File: src/rtl/hzc_pkg.sv
package hzc_pkg;

    // Operand source selects for execute-stage and decode-stage muxes.
    typedef enum logic [1:0] {
        FWD_RF  = 2'b00,
        FWD_WB  = 2'b01,
        FWD_MEM = 2'b10
    } fwd_sel_e;

    // Why the front of the pipeline is held this cycle, in priority order.
    typedef enum logic [1:0] {
        CAUSE_NONE     = 2'd0,
        CAUSE_LOAD_USE = 2'd1,
        CAUSE_BR_EX    = 2'd2,
        CAUSE_BR_MEMLD = 2'd3
    } stall_cause_e;

endpackage

File: src/rtl/hzc_src_fwd.sv
module hzc_src_fwd
    import hzc_pkg::*;
#(
    parameter int AW = 5
) (
    input  logic [AW-1:0] src,
    input  logic [AW-1:0] mem_rd,
    input  logic          mem_wen,
    input  logic [AW-1:0] wb_rd,
    input  logic          wb_wen,
    output fwd_sel_e      sel
);

    localparam logic [AW-1:0] ZERO_REG = '0;

    logic hit_mem;
    logic hit_wb;

    always_comb begin
        hit_mem = (src != ZERO_REG) && mem_wen && (mem_rd == src);
        hit_wb  = (src != ZERO_REG) && wb_wen  && (wb_rd  == src);
    end

    // Younger producer has priority over older one.
    always_comb begin
        unique case ({hit_mem, hit_wb})
            2'b10, 2'b11: sel = FWD_MEM;
            2'b01:        sel = FWD_WB;
            default:      sel = FWD_RF;
        endcase
    end

endmodule

File: src/rtl/hzc_stall_detect.sv
module hzc_stall_detect
    import hzc_pkg::*;
#(
    parameter int AW = 5
) (
    input  logic [AW-1:0] id_rs1,
    input  logic [AW-1:0] id_rs2,
    input  logic          id_is_branch,
    input  logic [AW-1:0] ex_rd,
    input  logic          ex_wen,
    input  logic          ex_is_load,
    input  logic [AW-1:0] mem_rd,
    input  logic          mem_wen,
    input  logic          mem_is_load,
    output stall_cause_e  cause
);

    localparam int NSRC = 2;
    localparam logic [AW-1:0] ZERO_REG = '0;

    logic [AW-1:0] srcs [NSRC];
    logic [NSRC-1:0] dep_ex;
    logic [NSRC-1:0] dep_mem;

    assign srcs[0] = id_rs1;
    assign srcs[1] = id_rs2;

    for (genvar i = 0; i < NSRC; i++) begin : g_src
        assign dep_ex[i]  = ex_wen  && (ex_rd  != ZERO_REG) && (ex_rd  == srcs[i]);
        assign dep_mem[i] = mem_wen && (mem_rd != ZERO_REG) && (mem_rd == srcs[i]);
    end

    logic load_use;
    logic br_ex;
    logic br_memld;

    always_comb begin
        load_use = ex_is_load && (|dep_ex);
        br_ex    = id_is_branch && (|dep_ex);
        br_memld = id_is_branch && mem_is_load && (|dep_mem);
    end

    always_comb begin
        unique casez ({load_use, br_ex, br_memld})
            3'b1??:  cause = CAUSE_LOAD_USE;
            3'b01?:  cause = CAUSE_BR_EX;
            3'b001:  cause = CAUSE_BR_MEMLD;
            default: cause = CAUSE_NONE;
        endcase
    end

endmodule

File: src/rtl/hzc_decode_ctl.sv
module hzc_decode_ctl
    import hzc_pkg::*;
#(
    parameter int AW = 5
) (
    input  logic [AW-1:0] id_rs1,
    input  logic [AW-1:0] id_rs2,
    input  logic          id_is_branch,
    input  logic          id_br_taken,
    input  logic [AW-1:0] mem_rd,
    input  logic          mem_wen,
    input  logic          mem_is_load,
    input  stall_cause_e  cause,
    output logic          br_fwd_a,
    output logic          br_fwd_b,
    output logic          pc_hold,
    output logic          ifid_hold,
    output logic          idex_bubble,
    output logic          ifid_flush
);

    localparam logic [AW-1:0] ZERO_REG = '0;

    logic alu_in_mem;

    always_comb begin
        alu_in_mem = mem_wen && !mem_is_load && (mem_rd != ZERO_REG);
        br_fwd_a   = alu_in_mem && (mem_rd == id_rs1);
        br_fwd_b   = alu_in_mem && (mem_rd == id_rs2);
    end

    always_comb begin
        pc_hold     = 1'b0;
        ifid_hold   = 1'b0;
        idex_bubble = 1'b0;
        ifid_flush  = 1'b0;
        unique case (cause)
            CAUSE_NONE: begin
                ifid_flush = id_is_branch && id_br_taken;
            end
            CAUSE_LOAD_USE, CAUSE_BR_EX, CAUSE_BR_MEMLD: begin
                pc_hold     = 1'b1;
                ifid_hold   = 1'b1;
                idex_bubble = 1'b1;
            end
            default: ;
        endcase
    end

endmodule

File: src/rtl/hazard_ctrl.sv
module hazard_ctrl
    import hzc_pkg::*;
#(
    parameter int AW = 5
) (
    input  logic [AW-1:0] id_rs1,
    input  logic [AW-1:0] id_rs2,
    input  logic          id_is_branch,
    input  logic          id_br_taken,
    input  logic [AW-1:0] ex_rs1,
    input  logic [AW-1:0] ex_rs2,
    input  logic [AW-1:0] ex_rd,
    input  logic          ex_wen,
    input  logic          ex_is_load,
    input  logic [AW-1:0] mem_rd,
    input  logic          mem_wen,
    input  logic          mem_is_load,
    input  logic [AW-1:0] wb_rd,
    input  logic          wb_wen,
    output logic [1:0]    ex_fwd_a,
    output logic [1:0]    ex_fwd_b,
    output logic          br_fwd_a,
    output logic          br_fwd_b,
    output logic          pc_hold,
    output logic          ifid_hold,
    output logic          idex_bubble,
    output logic          ifid_flush
);

    localparam int NOPS = 2;

    logic [AW-1:0] ex_src [NOPS];
    fwd_sel_e      ex_sel [NOPS];
    stall_cause_e  cause;

    assign ex_src[0] = ex_rs1;
    assign ex_src[1] = ex_rs2;

    for (genvar k = 0; k < NOPS; k++) begin : g_opnd
        hzc_src_fwd #(.AW(AW)) u_fwd (
            .src     (ex_src[k]),
            .mem_rd  (mem_rd),
            .mem_wen (mem_wen),
            .wb_rd   (wb_rd),
            .wb_wen  (wb_wen),
            .sel     (ex_sel[k])
        );
    end

    assign ex_fwd_a = ex_sel[0];
    assign ex_fwd_b = ex_sel[1];

    hzc_stall_detect #(.AW(AW)) u_stall (
        .id_rs1       (id_rs1),
        .id_rs2       (id_rs2),
        .id_is_branch (id_is_branch),
        .ex_rd        (ex_rd),
        .ex_wen       (ex_wen),
        .ex_is_load   (ex_is_load),
        .mem_rd       (mem_rd),
        .mem_wen      (mem_wen),
        .mem_is_load  (mem_is_load),
        .cause        (cause)
    );

    hzc_decode_ctl #(.AW(AW)) u_dec (
        .id_rs1       (id_rs1),
        .id_rs2       (id_rs2),
        .id_is_branch (id_is_branch),
        .id_br_taken  (id_br_taken),
        .mem_rd       (mem_rd),
        .mem_wen      (mem_wen),
        .mem_is_load  (mem_is_load),
        .cause        (cause),
        .br_fwd_a     (br_fwd_a),
        .br_fwd_b     (br_fwd_b),
        .pc_hold      (pc_hold),
        .ifid_hold    (ifid_hold),
        .idex_bubble  (idex_bubble),
        .ifid_flush   (ifid_flush)
    );

endmodule

File: config.mk
export PLATFORM = sky130hd
export DESIGN_NAME = hazard_ctrl
export DESIGN_NICKNAME = d
export VERILOG_FILES = /design/src/rtl/hzc_pkg.sv /design/src/rtl/hzc_src_fwd.sv /design/src/rtl/hzc_stall_detect.sv /design/src/rtl/hzc_decode_ctl.sv /design/src/rtl/hazard_ctrl.sv
export SDC_FILE = /design/constraint.sdc
export NUM_CORES = 1
export LEC_CHECK = 0
export ABC_CLOCK_PERIOD_IN_PS = 2500
export BUFFER_PORTS_ARGS = -buffer_cell sky130_fd_sc_hd__buf_2
export CAP_MARGIN = 40
export CELL_PAD_IN_SITES_DETAIL_PLACEMENT = 0
export CELL_PAD_IN_SITES_GLOBAL_PLACEMENT = 1
export CORE_MARGIN = 2
export CORE_UTILIZATION = 28
export DETAILED_ROUTE_END_ITERATION = 8
export GPL_TIMING_DRIVEN = 0
export PLACE_DENSITY_LB_ADDON = 0.1
export SLEW_MARGIN = 20
export SYNTH_ARGS = -nofsm -noshare
export SYNTH_HDL_FRONTEND = slang
export SYNTH_SLANG_ARGS = --single-unit
export TNS_END_PERCENT = 100
File: constraint.sdc
create_clock -name vclk -period 2.5
set_input_delay 0.125 -clock vclk [all_inputs]
set_output_delay 0.125 -clock vclk [all_outputs]
set_load 0.02 [all_outputs]
==> summary.md, run 1 <==
| Metric | Value |
|---|---|
| Worst EP arrival | 1.55 ns |
| # diodes | 0 |
| Crit path cell chain | clkbuf_1 -> xor2_1 -> nor3_1 -> nand3_1 -> a211o_1 -> o21ai_0 -> buf_4 -> buf_2 |
| Yosys warning total | 0 |
| Top cell type's share of synthesized area | 36.6% |
| Crit path required time | 2.38 ns |
| Grt total ovfl | 0 |
| Pre-CTS setup slack | 0.809 ns |
| Die height | 50.2 um |
| Post-DP HPWL | 1570 um |
| Vias per inst | 4.52 |
| Starting density of the core | 30.2% |
| Final std cells w/o fill | 153 |
| Layout area overhead | 45.0% |
| CLK BUF | 0 |
| Critical Path Max Stage Delay | 0.30 ns |
| Commonest cells in the synthesized netlist | xnor2_1, xor2_1, nor3_1 |
| Top delay family on crit path | buffers and inverters |
| Cell area power density | 163 mW/mm^2 |
| Post-synthesis cell area | 598 um^2 |
| Sequential cells | 0 |
| Fmax | 0.598 GHz |
| Largest net degree at the start of global routing | 6 |
| Relative slew slack | 77.3% |
| Syn nets | 121 |
| First-pass GRT wire length | 2790 um |
| Final Critical Period | 1.67 ns |
| Final Wtd Congestion | 0.755 |
| Dpl cells | 153 |
| Worst-Margin Slew | 0.337 ns |
| Status | complete, no violations |
| Synth top area cells | xnor2_1, xor2_1, nor3_1, nand4_1, nor4_1 |
| CP Depth | 8 |
| Bufs and invs on worst path | 3 |
| Syn Area/Cell | 7.57 um^2 |
| # fillers | 219 |
| Port Buffers | 47 |
| Drt total wl | 1670 um |
| CP Launch Type | input port |
| Post-DRT Antenna Nets | 0 |
| Share of cells above drive strength 1 | 43.7% |
| Hold Path Depth | 3 |
| Total negative slack | 0 ns |
| RSZ-0062 raised after global routing | false |
| Maxcap violations | 0 |
| Via count | 691 |
| Core Box Area | 0.00198 mm^2 |
| Worst min-delay path category | input port to output pin |
| Setup-failing EPs final | 0 |
| Critical Path Fanout Max | 5 |
| Sequential fraction of the synthesis area | 0% |
| Slowest cell on the critical path | a211o_1 |
| CP endpoint kind | output pin |
| Cell taking the most area after synthesis | xnor2_1 |
| Max-slew violation count | 0 |
| Post_cts resized | 0 |
| Full die area | 0.00252 mm^2 |
| DR iter-0 viols | 2 |
| Pleak | 0.384 nW |
| Drt drc | 0 |
| CTS Hold Bufs | 0 |
| GRT Overall Usage | 13.7% |
| Mapped Cells | 79 |
| TritonRoute pass-1 iters | 4 |
| Yosys cell types | 20 |
| Row count | 16 |
| Total Power | 0.141 mW |
| Most common cell in the netlist | xnor2_1 |
| Setup bufs post-CTS | 0 |
| Setup slack after layout | 0.828 ns |
| Width of the die | 50.2 um |
| Drt wl/cell | 10.9 um |
| NumNets Final | 170 |
| I/O pin total | 52 |
| Vias in the first global route | 642 |
| CP Class | input port to output pin |
| Hold Violations, Final | 0 |
| Post-layout util | 43.8% |
| Peak supply drop | 0.0660 mV |
| Initial antenna violation count | 0 |
| Period utilization | 66.9% |
| Register Area | 0 um^2 |
-- metal layers --
layer  wire length, um  vias up  track usage, %
met5                 0        -               0
met4                 0        0               0
met3               101        0           0.893
met2               746       23            22.4
met1               826      298            20.7
li1                  -      370               -
-- kinds of logic after synthesis --
family	count (synthesis)	synth area share (%)
buffers and inverters	7	8.58
and+or+nand+nor	26	24.7
xor gates and xnor gates	40	58.6
AOI/OAI and AO/OA	6	8.16
-- path summary, 6_finish.rpt --
kind | slack [ns] | end | from
min | 0.55 | br_fwd_a | mem_is_load
max | 0.83 | pc_hold | mem_rd[3]
-- per-stage QoR --
step	area, um^2	hold WS [ns]
after global routing	867	0.567
after floorplan	598	0.339
after global placement	867	0.540
final	867	0.545
after detailed placement	867	0.547
after CTS	867	0.548
-- where the power goes --
part | switching (mW) | leakage, nW | total [mW] | internal [mW]
clock | 0 | 0 | 0 | 0
combinational | 0.0683 | 0.384 | 0.141 | 0.0732
sequential | 0 | 0 | 0 | 0
total | 0.0683 | 0.384 | 0.141 | 0.0732
-- placed cells by master, fill, tap and decap left out, drive strengths merged --
cell and instances:
nand4 4, nor2 2, a31oi 1, or4 4, nand3 3, buf 53, a211o 1, xnor2 25
nor4 4, xor2 15, o21ai 2, o221ai 1, o2111a 1, nand2 3, nor3 6, clkbuf 1
-- area by class of cell --
cell class | count | area, um^2 | share of cell area [%]
Buffer | 7 | 51.3 | 5.92
Multi-Input combinational cell | 72 | 547 | 63.1
Tap cell | 27 | 33.8 | 3.90
Timing Repair Buffer | 47 | 235 | 27.1
Note: power is estimated with default switching activity, not from simulation.
==> run 2, diff against run 1 <==
- ABC_CLOCK_PERIOD_IN_PS: 2500 -> 1460
- CORE_UTILIZATION: 28 -> 23
- clock period: 2.5 -> 1.46 ns (I/O delays scaled with it)
==> run 2 against run 1 <==
Effect of this change: wire length rose by 15%; flip-flop and latch count unchanged; setup slack lost 0.80 ns; highest routed layer unchanged; first-iteration DRC count did not move.
==> summary.md, run 2 (synthesis gave the netlist of run 1 again) <==
| Metric | Value |
|---|---|
| Drt wl/cell | 11.8 um |
| Final Wtd Congestion | 0.766 |
| Grt total ovfl | 0 |
| Via count | 724 |
| CP Launch Type | input port |
| Share of cells above drive strength 1 | 54.5% |
| Starting density of the core | 24.1% |
| Pleak | 0.436 nW |
| I/O pin total | 52 |
| Period utilization | 97.8% |
| Most frequent cells in the layout | buf_2, xnor2_1, xor2_1, buf_4, nor3_1 |
| Pre-CTS setup slack | -0.146 ns |
| Peak supply drop | 0.141 mV |
| Layout area overhead | 73.0% |
| CLK BUF | 0 |
| Critical Path Fanout Max | 5 |
| Vias in the first global route | 651 |
| Initial antenna violation count | 0 |
| Core Box Area | 0.00248 mm^2 |
| Cell area power density | 270 mW/mm^2 |
| Width of the die | 55.0 um |
| Commonest non-fill, non-tap cell in the layout | buf_2 |
| Final Critical Period | 1.43 ns |
| Drt total wl | 1920 um |
| TritonRoute pass-1 iters | 4 |
| Status | complete, no violations |
| # diodes | 0 |
| Worst EP arrival | 1.36 ns |
| CP endpoint kind | output pin |
| First-pass GRT wire length | 2860 um |
| Hold Violations, Final | 0 |
| Final std cells w/o fill | 162 |
| Post-DRT Antenna Nets | 0 |
| Fmax | 0.700 GHz |
| Total negative slack | 0 ns |
| Hold slack | 0.439 ns |
| Largest net degree at the start of global routing | 6 |
| Worst-Margin Slew | 0.381 ns |
| Sequential cells | 0 |
| Post-DP HPWL | 1700 um |
| # fillers | 267 |
| Port Buffers | 47 |
| DR iter-0 viols | 2 |
| Max-slew violation count | 0 |
| Worst min-delay path category | input port to output pin |
| Maxcap violations | 0 |
| Setup slack after layout | 0.0319 ns |
| Relative slew slack | 74.4% |
| Register Area | 0 um^2 |
| Crit path required time | 1.39 ns |
| NumNets Final | 176 |
| Drt drc | 0 |
| RSZ-0062 raised after global routing | true |
| Full die area | 0.00302 mm^2 |
| GRT Overall Usage | 12.5% |
| Vias per inst | 4.47 |
| Dpl cells | 156 |
| Die height | 55.0 um |
| Row count | 18 |
| CP Class | input port to output pin |
| Setup-failing EPs final | 0 |
==> run 2: changes by cell type in the layout (fill, tap and decap cells not counted), sizes merged <==
cell	before	now
buf	53	60
clkbuf	1	0
==> run 2: per-layer routing <==
metal  global-route usage, %  vias up  wire (um)
met5                       0        -          0
met4                       0        0          0
met3                       0        0         96
met2                    21.2       23        939
met1                    18.8      315        881
li1                        -      386          -
==> run 2: cell type report <==
class                           instances  area, um^2  area share, %
Multi-Input combinational cell         72         621           60.0
Timing Repair Buffer                   53         307           29.6
Buffer                                  7        70.1           6.77
Tap cell                               30        37.5           3.63
==> run 2: timing repair <==
action                                  in CTS  in global routing
buffers inserted                             5                  1
cloned                                       0                  0
gates resized for setup                     17                  8
endpoints found under the setup margin       5                  6
hold buffers                                 0                  0
pin swaps                                    8                  9
==> run 2: path summary, 6_finish.rpt <==
kind,to,cells after the start,startpoint,slack (ns)
worst max-delay path,pc_hold,7,mem_rd[1],0.03
worst min-delay path,br_fwd_a,3,mem_is_load,0.44
==> run 2: per-stage QoR <==
| step | area (um^2) | total power, mW | util (%) |
|---|---|---|---|
| after floorplan | 636 | 0.150 | - |
| after global placement | 908 | 0.252 | 36.7 |
| after detailed placement | 908 | 0.255 | 36.7 |
| after CTS | 1010 | 0.276 | 40.6 |
| after global routing | 1030 | 0.307 | 41.8 |
| final | 1030 | 0.279 | 41.8 |
==> run 2: critical path: stages <==
cell     delay, ns
buf_12        0.11
or4_4         0.53
o21ai_4       0.14
a211o_1       0.16
o21ai_2       0.08
buf_4         0.14
buf_6         0.12
==> run 2: power breakdown <==
group,switching (mW),leakage [nW],internal (mW)
combinational,0.133,0.436,0.147
sequential,0,0,0
clock,0,0,0
total,0.133,0.436,0.147
